--- src/rtl/qpair_splitter.sv ---
module qpair_splitter #(
  parameter int AW = 64,
  parameter int RW = 5,
  parameter int KW = 3
) (
  input  logic          clk,
  input  logic          rst_n,
  input  logic          in_valid,
  output logic          in_ready,
  input  logic [KW-1:0] in_kind,
  input  logic [RW-1:0] in_rt,
  input  logic [RW-1:0] in_ra,
  input  logic [RW-1:0] in_rb,
  input  logic [AW-1:0] in_ea,
  input  logic          in_be,
  output logic          out_valid,
  input  logic          out_ready,
  output logic [KW-1:0] out_kind,
  output logic [RW-1:0] out_reg,
  output logic [AW-1:0] out_addr,
  output logic          out_repeat,
  output logic          out_second,
  output logic          out_hold_irq,
  output logic          out_illegal,
  output logic          out_align
);
  localparam logic [KW-1:0] K_LQ   = KW'(1);
  localparam logic [KW-1:0] K_STQ  = KW'(2);
  localparam logic [KW-1:0] K_LQR  = KW'(3);
  localparam logic [KW-1:0] K_STQC = KW'(4);
  localparam logic [AW-1:0] STEP   = AW'(8);

  logic          pend;
  logic [RW-1:0] p_reg;
  logic [AW-1:0] p_addr;
  logic [KW-1:0] p_kind;

  wire slot  = !out_valid || out_ready;
  assign in_ready = !pend && slot;
  wire take  = in_valid && in_ready;

  wire is_quad = (in_kind == K_LQ) || (in_kind == K_STQ) ||
                 (in_kind == K_LQR) || (in_kind == K_STQC);
  wire is_ld   = (in_kind == K_LQ) || (in_kind == K_LQR);
  wire bad     = ((in_kind == K_LQ) && (in_ra == in_rt)) ||
                 ((in_kind == K_LQR) && ((in_ra == in_rt) || (in_rb == in_rt)));
  wire mis     = !bad && is_ld && !in_be && (in_ea[3:0] != 4'd0);
  wire split   = is_quad && !bad && !mis;

  wire [RW-1:0] odd_reg = {in_rt[RW-1:1], 1'b1};
  wire [RW-1:0] reg_a   = in_be ? in_rt : odd_reg;
  wire [RW-1:0] reg_b   = in_be ? odd_reg : in_rt;

  assign out_hold_irq = out_valid && out_repeat && out_second;

  always_ff @(posedge clk) begin
    if (!rst_n) begin
      out_valid   <= 1'b0;
      out_kind    <= '0;
      out_reg     <= '0;
      out_addr    <= '0;
      out_repeat  <= 1'b0;
      out_second  <= 1'b0;
      out_illegal <= 1'b0;
      out_align   <= 1'b0;
      pend        <= 1'b0;
      p_reg       <= '0;
      p_addr      <= '0;
      p_kind      <= '0;
    end else if (slot) begin
      if (pend) begin
        out_valid   <= 1'b1;
        out_kind    <= p_kind;
        out_reg     <= p_reg;
        out_addr    <= p_addr;
        out_repeat  <= 1'b1;
        out_second  <= 1'b1;
        out_illegal <= 1'b0;
        out_align   <= 1'b0;
        pend        <= 1'b0;
      end else if (take) begin
        out_valid   <= 1'b1;
        out_kind    <= in_kind;
        out_reg     <= split ? reg_a : in_rt;
        out_addr    <= in_ea;
        out_repeat  <= split;
        out_second  <= 1'b0;
        out_illegal <= bad;
        out_align   <= mis;
        pend        <= split;
        p_reg       <= reg_b;
        p_addr      <= in_ea + STEP;
        p_kind      <= in_kind;
      end else begin
        out_valid   <= 1'b0;
      end
    end
  end
endmodule

--- config.mk ---
export PLATFORM = sky130hd
export DESIGN_NAME = qpair_splitter
export DESIGN_NICKNAME = d
export VERILOG_FILES = /design/src/rtl/qpair_splitter.sv
export SDC_FILE = /design/constraint.sdc
export NUM_CORES = 1
export LEC_CHECK = 0
export BUFFER_PORTS_ARGS = -buffer_cell sky130_fd_sc_hd__buf_2
export CORE_MARGIN = 10
export CORE_UTILIZATION = 49
export CTS_CLUSTER_SIZE = 40
export DETAILED_ROUTE_END_ITERATION = 8
export PLACE_DENSITY = 0.76
export RECOVER_POWER = 25
export SLEW_MARGIN = 10
export SYNTH_ARGS = -nofsm -noshare
export SYNTH_HDL_FRONTEND = slang
export SYNTH_SLANG_ARGS = --single-unit
--- constraint.sdc ---
create_clock -name clk -period 1.75 [get_ports clk]
set_clock_uncertainty 0.15 [all_clocks]
set_input_delay 0.0875 -clock clk [delete_from_list [all_inputs] [get_ports clk]]
set_output_delay 0.0875 -clock clk [all_outputs]
set_load 0.1 [all_outputs]
==> flow_summary.ini, run 1 <==
[global_routing]
grt_pass1_wl_um = 38600
grt_pass1_vias = 7789
grt_max_degree = 85
overflow = 0
antenna_found_initial = 0
grt.total_usage_pct = 23.0

[setup_path]
cp-start-kind = primary input
crit_end = p_addr[55]
r2r_end = out_addr[47]
r2r_slack_ns = 0.06
crit_arrival_ns = 1.90
rr_worst_depth = 5
path_class = primary input to flip-flop
timing.rr.start = out_valid
cp.required_ns = 1.95
critPathLaunch = in_ea[50]
cp_max_fo = 6
crit_path_end_kind = flip-flop

[route]
vias_per_cell = 5.76
routed_wl_um = 23800
first_pass_iters = 5
met2_length_um = 11700
ant_nets = 0
num_vias = 7866
top_layer_used = met4
drc = 0
wl_met1_um = 9970
wl_per_cell_um = 17.5
drt_iter0_drc = 601
dr_wl_met3_um = 1500

[power_and_ir_drop]
total_power_mw = 10.9
leakage_nw = 4.31
power_density_nw_per_um2 = 1020
max-vdd-ir-drop_uv = 645

[die]
ios = 166
die_area_um2 = 20200
die_w_um = 142
rows = 44
die_h_um = 142
core_um2 = 14600
start_util_pct = 50.0

[synth]
ys_types = 50
synth_flop_cell = dfxtp_1
synth_top_area_cell = dfxtp_1
synth_area_um2 = 7300
synthTopCellsByArea = dfxtp_1 (41%), mux2i_1 (9.1%), a211oi_1 (8.6%)
synthArstFlopShare_pct = 0
synth_top_area_share_pct = 41.1
synth-edff-count = 0
ys_warn_count = 0
avgSynthCellArea_um2 = 8.54
synth-seq-cells = 150
syn_nets = 943
netlist_instances = 855
synth_seq_area_share_pct = 41.1

[final_layout]
layout-drive-gt1-share_pct = 29.9
antennaDiodeCount = 0
syn_to_final_growth_pct = 45.8
post-route-cell-area_um2 = 10600
final_util_pct = 72.9
fin_nets = 1257
top_regs = out_addr (64), p_addr (64)
layout_commonest_cell = buf_2
fillCellCount = 1064
layout_common_cells = buf_2 (151), dfxtp_1 (146), buf_4 (110)

[cts]
numCtsBuffers = 17
cts.path.max_buffers = 2
cts_tree = done
cts-root-buf = clkbuf_16
clkSinkCount = 150
clk_pin_slew_ns = 0.06
h-tree-depth = 4
insertion_delay_ns = 0.42

[hold_path]
hp-class = primary input to flip-flop

[sta]
finalCritPeriodShare_pct = 97.1
drv_slew = 0
setup_viol = 0
max_freq_mhz = 589
slew_headroom_pct = 62.2
worst_pin_slew_ns = 0.571
final-hold-violation-count = 0
finalCriticalPeriod_ns = 1.70

[placement]
portBuffers = 165
hpwl_um = 16000
gp_congestion = 0.889
postPlaceCellArea_um2 = 9170

[flow_run]
drv_cap = 0

[status]
outcome = complete, no violations
## cells by family after synthesis
family	synth area share, %
simple gates	20.9
compound gates	19.8
flops	41.1
buf+inv	4.11
mux	9.05
xor+xnor	4.80
fa+ha+maj	0.171
## stage by stage
stage                     std cells  setup slack (ns)  setup TNS (ns)  hold slack [ns]
after floorplan                 855           -0.0853           -5.57           0.0331
after global placement         1258            -0.250           -5.12            0.202
after detailed placement       1258            -0.274           -6.02            0.206
after CTS                      1363          0.000214               0          0.00868
after global routing           1366          -0.00379        -0.00379           0.0222
final                          1366            0.0511               0           0.0232
## synthesized netlist by cell type (4+ instances only)
library cell / count
nor3_1: 17
or3_1: 16
nor2_1: 109
or4_1: 18
inv_1: 10
a211oi_1: 84
nand3_1: 26
buf_2: 4
a21oi_1: 29
nand4_1: 17
nor4_1: 4
nand2_1: 58
o211ai_1: 7
and2_1: 5
dfxtp_1: 150
xnor2_1: 25
and4_1: 11
and3_1: 7
o31ai_1: 10
clkbuf_1: 49
mux2i_1: 66
o21ai_0: 58
xor2_1: 15
a31oi_1: 22
buf_1: 6
## report_power, final
| part | total (mW) | internal (mW) | switching (mW) |
|---|---|---|---|
| combinational | 2.97 | 0.835 | 2.13 |
| sequential | 3.89 | 3.73 | 0.160 |
| clock | 4.01 | 2.56 | 1.45 |
## final cells by class
cell class | instances | area [µm²] | area share, %
sequential | 150 | 3010 | 28.3
multi-input combinational | 633 | 4120 | 38.7
timing repair buffer | 356 | 2580 | 24.3
inverter | 11 | 42.5 | 0.400
tap | 184 | 230 | 2.16
clock inverter | 10 | 168 | 1.58
clock buffer | 22 | 485 | 4.56
## worst max-delay path: stages
cell,delay [ns]
buf_2,0.09
dlygate4sd3_1,0.54
buf_4,0.15
and4_2,0.27
nand3_4,0.10
or4_1,0.50
a31oi_1,0.16
## timing repair
item | in CTS | in global routing
resized for setup | 0 | 13
setup buffers | 0 | 3
hold buffers | 73 | 0
endpoints found under the setup margin | 0 | 23
hold endpoints to repair | 97 | 0
## worst min-delay path by stage
stage	startpoint	depth (start not counted)	slack, ns	endpoint
final	in_ea[13]	5	0.02	p_addr[14]
after global routing	rst_n	3	0.02	out_repeat
after CTS	in_ea[13]	5	0.009	p_addr[14]
after detailed placement	in_ea[2]	3	0.21	p_addr[2]
after global placement	in_ea[2]	3	0.20	p_addr[2]
after floorplan	in_ea[3]	1	0.03	p_addr[3]
## routing by layer
| layer | global-route usage [%] | up-vias |
|---|---|---|
| li1 | - | 3811 |
| met1 | 27.4 | 3722 |
| met2 | 39.2 | 281 |
| met3 | 4.84 | 52 |
| met4 | 9.20 | 0 |
| met5 | 0 | - |
(Power assumes the default switching activity.)
==> inputs of run 2 (changes only) <==
RECOVER_POWER = not set   (was 25)
==> flow_summary.ini, run 2 (synthesis results as in run 1) <==
[cts]
insertion_delay_ns = 0.42
numCtsBuffers = 17
cts-root-buf = clkbuf_16
clk_pin_slew_ns = 0.06
clkSinkCount = 150
cts_tree = done
h-tree-depth = 4
cts.path.max_buffers = 2

[global_routing]
grt.total_usage_pct = 23.0
grt_max_degree = 85
antenna_found_initial = 0
grt_pass1_vias = 7789
grt_pass1_wl_um = 38600
overflow = 0

[die]
rows = 44
start_util_pct = 50.0
ios = 166
core_um2 = 14600
die_area_um2 = 20200
die_w_um = 142
die_h_um = 142

[setup_path]
cp_slowest_stage_delay_ns = 0.54
cp.required_ns = 1.95
crit_chain = buf_2, dlygate4sd3_1, buf_4, and4_2, nand3_4, or4_1, a31oi_1
crit_path_end_kind = flip-flop
r2r_slack_ns = 0.06
worst-path-buf-inv = 3
cp_max_fo = 6
crit_family = simple AND/OR/NAND/NOR gates
crit_arrival_ns = 1.90
cp-start-kind = primary input
path_class = primary input to flip-flop
cpMaxStageDelayCell = dlygate4sd3_1

[route]
wl_per_cell_um = 17.5
num_vias = 7846
ant_nets = 0
vias_per_cell = 5.74
routed_wl_um = 23900
first_pass_iters = 5
drt_iter0_drc = 600
drc = 0

[final_layout]
layout_common_cells = buf_2 (162), dfxtp_1 (146), buf_4 (110)
layout_commonest_cell = buf_2
fin_nets = 1257
top_regs = out_addr (64), p_addr (64)
antennaDiodeCount = 0
fin_cells = 1366
syn_to_final_growth_pct = 45.8
post-route-cell-area_um2 = 10600
final_util_pct = 72.9
layout-drive-gt1-share_pct = 29.9

[sta]
final-hold-violation-count = 0
drv_slew = 0
finalCriticalPeriod_ns = 1.70
slew_headroom_pct = 62.2
setup_viol = 0
worst_pin_slew_ns = 0.571
max_freq_mhz = 589
finalCritPeriodShare_pct = 97.1
fin_setup_tns_ns = 0

[status]
outcome = complete, no violations

[hold_path]
hp-class = primary input to flip-flop

[placement]
postPlaceCellArea_um2 = 9170
place_inst = 1258
hpwl_um = 16000
portBuffers = 165
gp_congestion = 0.889

[flow_run]
drv_cap = 0

[power_and_ir_drop]
power_density_nw_per_um2 = 1020
leakage_nw = 4.32
max-vdd-ir-drop_uv = 647
## run 2: changes by cell type in the layout (fill, tap and decap cells not counted), sizes merged
cell	previous run	this run
clkbuf	33	22
buf	272	283
## run 2: area by class of cell
type                       instances  area, µm²
clock buffer                      22        485
clock inverter                    10        168
fill                            1064       3950
inverter                          11       42.5
multi-input combinational        633       4120
sequential                       150       3010
tap                              184        230
timing repair buffer             356       2580
## run 2: report_power, final
part	leakage [nW]	switching [mW]	total (mW)	internal (mW)
Combinational	2.76	2.13	2.97	0.836
Sequential	1.25	0.160	3.89	3.73
Clock	0.316	1.46	4.02	2.56
Total	4.32	3.75	10.9	7.13
## run 2: worst paths after layout
check	startpoint	to	cells after the start
setup / recovery	in_ea[50]	p_addr[55]	7
hold / removal	in_ea[13]	p_addr[14]	5
hold reg to reg	out_align	out_align	2
setup reg to reg	pend	out_valid	4
## run 2: tightest hold or removal path: cells and delay by family
family	cells	cell delay, ns
xor+xnor	1	0.12
simple gates	1	0.05
buf+inv	2	0.21
compound gates	1	0.08
## run 2: what timing repair did
| action | in CTS | in global routing |
|---|---|---|
| endpoints found under the hold margin | 97 | 0 |
| endpoints found under the setup margin | 0 | 23 |
| resized for setup | 0 | 13 |
| hold buffers | 73 | 0 |
| setup buffers | 0 | 3 |
## run 2: layer usage
metal | global-route usage, % | vias up | wire length [µm]
li1 | - | 3809 | -
met1 | 27.4 | 3729 | 10100
met2 | 39.2 | 259 | 11700
met3 | 4.84 | 49 | 1500
met4 | 9.20 | 0 | 627
met5 | 0 | - | 0
## run 2: stage by stage
stage	worst slack, ns	power [mW]	hold slack (ns)
2_1_floorplan	-0.0853	5.97	0.0331
3_3_place_gp	-0.250	6.70	0.202
3_5_place_dp	-0.274	6.74	0.206
4_1_cts	0.000214	10.9	0.00868
5_1_grt	-0.00379	11.3	0.0222
6_report	0.0515	10.9	0.0198
==> inputs of run 3 (changes only) <==
GPL_TIMING_DRIVEN = 0   (was not set)
==> flow_summary.ini, run 3 (synthesis results as in run 1) <==
[route]
ant_nets = 0
routed_wl_um = 27000
met2_length_um = 12900
wl_met1_um = 10500
top_layer_used = met5
num_vias = 8084
wl_per_cell_um = 20.1
first_pass_iters = 5
vias_per_cell = 6.00
drc = 0
dr_wl_met3_um = 2620
drt_iter0_drc = 866

[final_layout]
multi_input_area_um2 = 4180
layout_common_cells = buf_2 (171), dfxtp_1 (147), nor2_1 (105)
layout-drive-gt1-share_pct = 25.9
top_regs = out_addr (64), p_addr (64)
seq_area_um2 = 3010
fin_nets = 1237
layout_commonest_cell = buf_2
syn_to_final_growth_pct = 43.3
fillCellCount = 1063

[global_routing]
grt_max_degree = 17
grt_pass1_wl_um = 41500
grt_pass1_vias = 7990
antenna_found_initial = 4
grt.total_usage_pct = 25.4
overflow = 0

[power_and_ir_drop]
switchingPower_mw = 3.82
power_frac_comb_pct = 27.3
clockPowerShare_pct = 37.5
leakage_nw = 4.17
seqPwrFrac_pct = 35.2
swShare_pct = 34.5
power_density_nw_per_um2 = 1060
max-vdd-ir-drop_uv = 726
internal_power_mw = 7.24

[sta]
slew_headroom_pct = 58.2
finalCritPeriodShare_pct = 104
final-hold-violation-count = 1
max_freq_mhz = 547
setup_viol = 1
timing.final.ws_setup_ns = -0.0773
drv_slew = 0
fin_setup_tns_ns = -0.0773
worst_pin_slew_ns = 0.626
whs_ns = -0.0294
rsz0062_at_grt = true
finalCriticalPeriod_ns = 1.83

[cts]
cts-root-buf = clkbuf_16
clkSinkCount = 150
h-tree-depth = 4
numCtsBuffers = 17
insertion_delay_ns = 0.43
cts.path.max_buffers = 2
cts_tree = done
clk_pin_slew_ns = 0.06

[setup_path]
timing.rr.start = out_valid
cp_max_fo = 10
cpMaxStageDelayCell = o21ai_0
cp-start-kind = primary input
r2r_slack_ns = 0.07
crit_arrival_ns = 1.98
cp.required_ns = 1.90
path_class = primary input to flip-flop
cp_slowest_stage_delay_ns = 0.27
crit_chain = buf_2, ha_4, and4_4, and3_4, nand4_1, buf_6, clkbuf_4, o21ai_0, a31oi_1
critPathLaunch = in_ea[3]
crit_path_end_kind = flip-flop

[die]
ios = 166
die_h_um = 142
die_area_um2 = 20200
start_util_pct = 50.0
rows = 44
core_um2 = 14600
die_w_um = 142

[hold_path]
hold_path_startpoint = in_ea[15]
hp-class = primary input to flip-flop

[flow_run]
drv_cap = 0

[placement]
portBuffers = 165
hpwl_um = 17400
gp_congestion = 0.905

[status]
violations = negative hold slack, negative setup slack
outcome = finished, violations left
## run 3: area by class of cell
type,count,area share (%)
clock buffers,23,4.76
repair buffers,275,18.4
multi-input cells,632,40.0
diodes,2,0.0479
well taps,184,2.20
inverters,11,0.395
clock inverters,8,1.60
flip-flops and latches,150,28.8
plain buffers,62,3.84
## run 3: worst max-delay path, delay by kind of cell
family                     cells  cell delay, ns
buffers and inverters          3            0.58
AOI/OAI and AO/OA              2            0.43
and+or+nand+nor                3            0.71
adders and majority gates      1            0.17
## run 3: power by group through the flow
stage | Sequential [mW] | Clock, mW | Combinational [mW]
floorplan | 5.15 | 0 | 0.827
global placement | 3.94 | 0 | 2.66
detailed placement | 3.95 | 0 | 2.68
CTS | 3.88 | 4.17 | 2.92
global route | 3.92 | 4.28 | 3.17
finish | 3.89 | 4.15 | 3.02
## run 3: what timing repair did
action | CTS | global route
resized for setup | 61 | 51
hold endpoints to repair | 140 | 0
pin swaps | 5 | 5
hold buffers | 98 | 0
buffers inserted | 8 | 4
cloned | 0 | 1
endpoints found under the setup margin | 147 | 137
## run 3: through the flow
stage | setup WS, ns | utilization (%) | cell area (µm²) | total power [mW] | std cells
finish | -0.0773 | 71.7 | 10500 | 11.1 | 1347
global route | -0.110 | 71.7 | 10500 | 11.4 | 1346
CTS | 0.00568 | 70.4 | 10300 | 11.0 | 1341
detailed placement | -1.06 | 57.7 | 8420 | 6.63 | 1204
global placement | -1.08 | 57.7 | 8420 | 6.60 | 1204
floorplan | -0.0853 | - | 7370 | 5.97 | 855
## run 3: path summary, 6_finish.rpt
| check | to | depth (start not counted) |
|---|---|---|
| max | p_addr[33] | 9 |
| min | p_addr[16] | 4 |
| max reg2reg | p_addr[59] | 5 |
| min reg2reg | p_addr[0] | 2 |
## run 3: routing by layer
metal | vias to the layer above | track usage (%)
met4 | 2 | 12.3
met5 | - | 0
li1 | 3762 | -
met1 | 3824 | 29.6
met2 | 419 | 41.5
met3 | 77 | 7.84
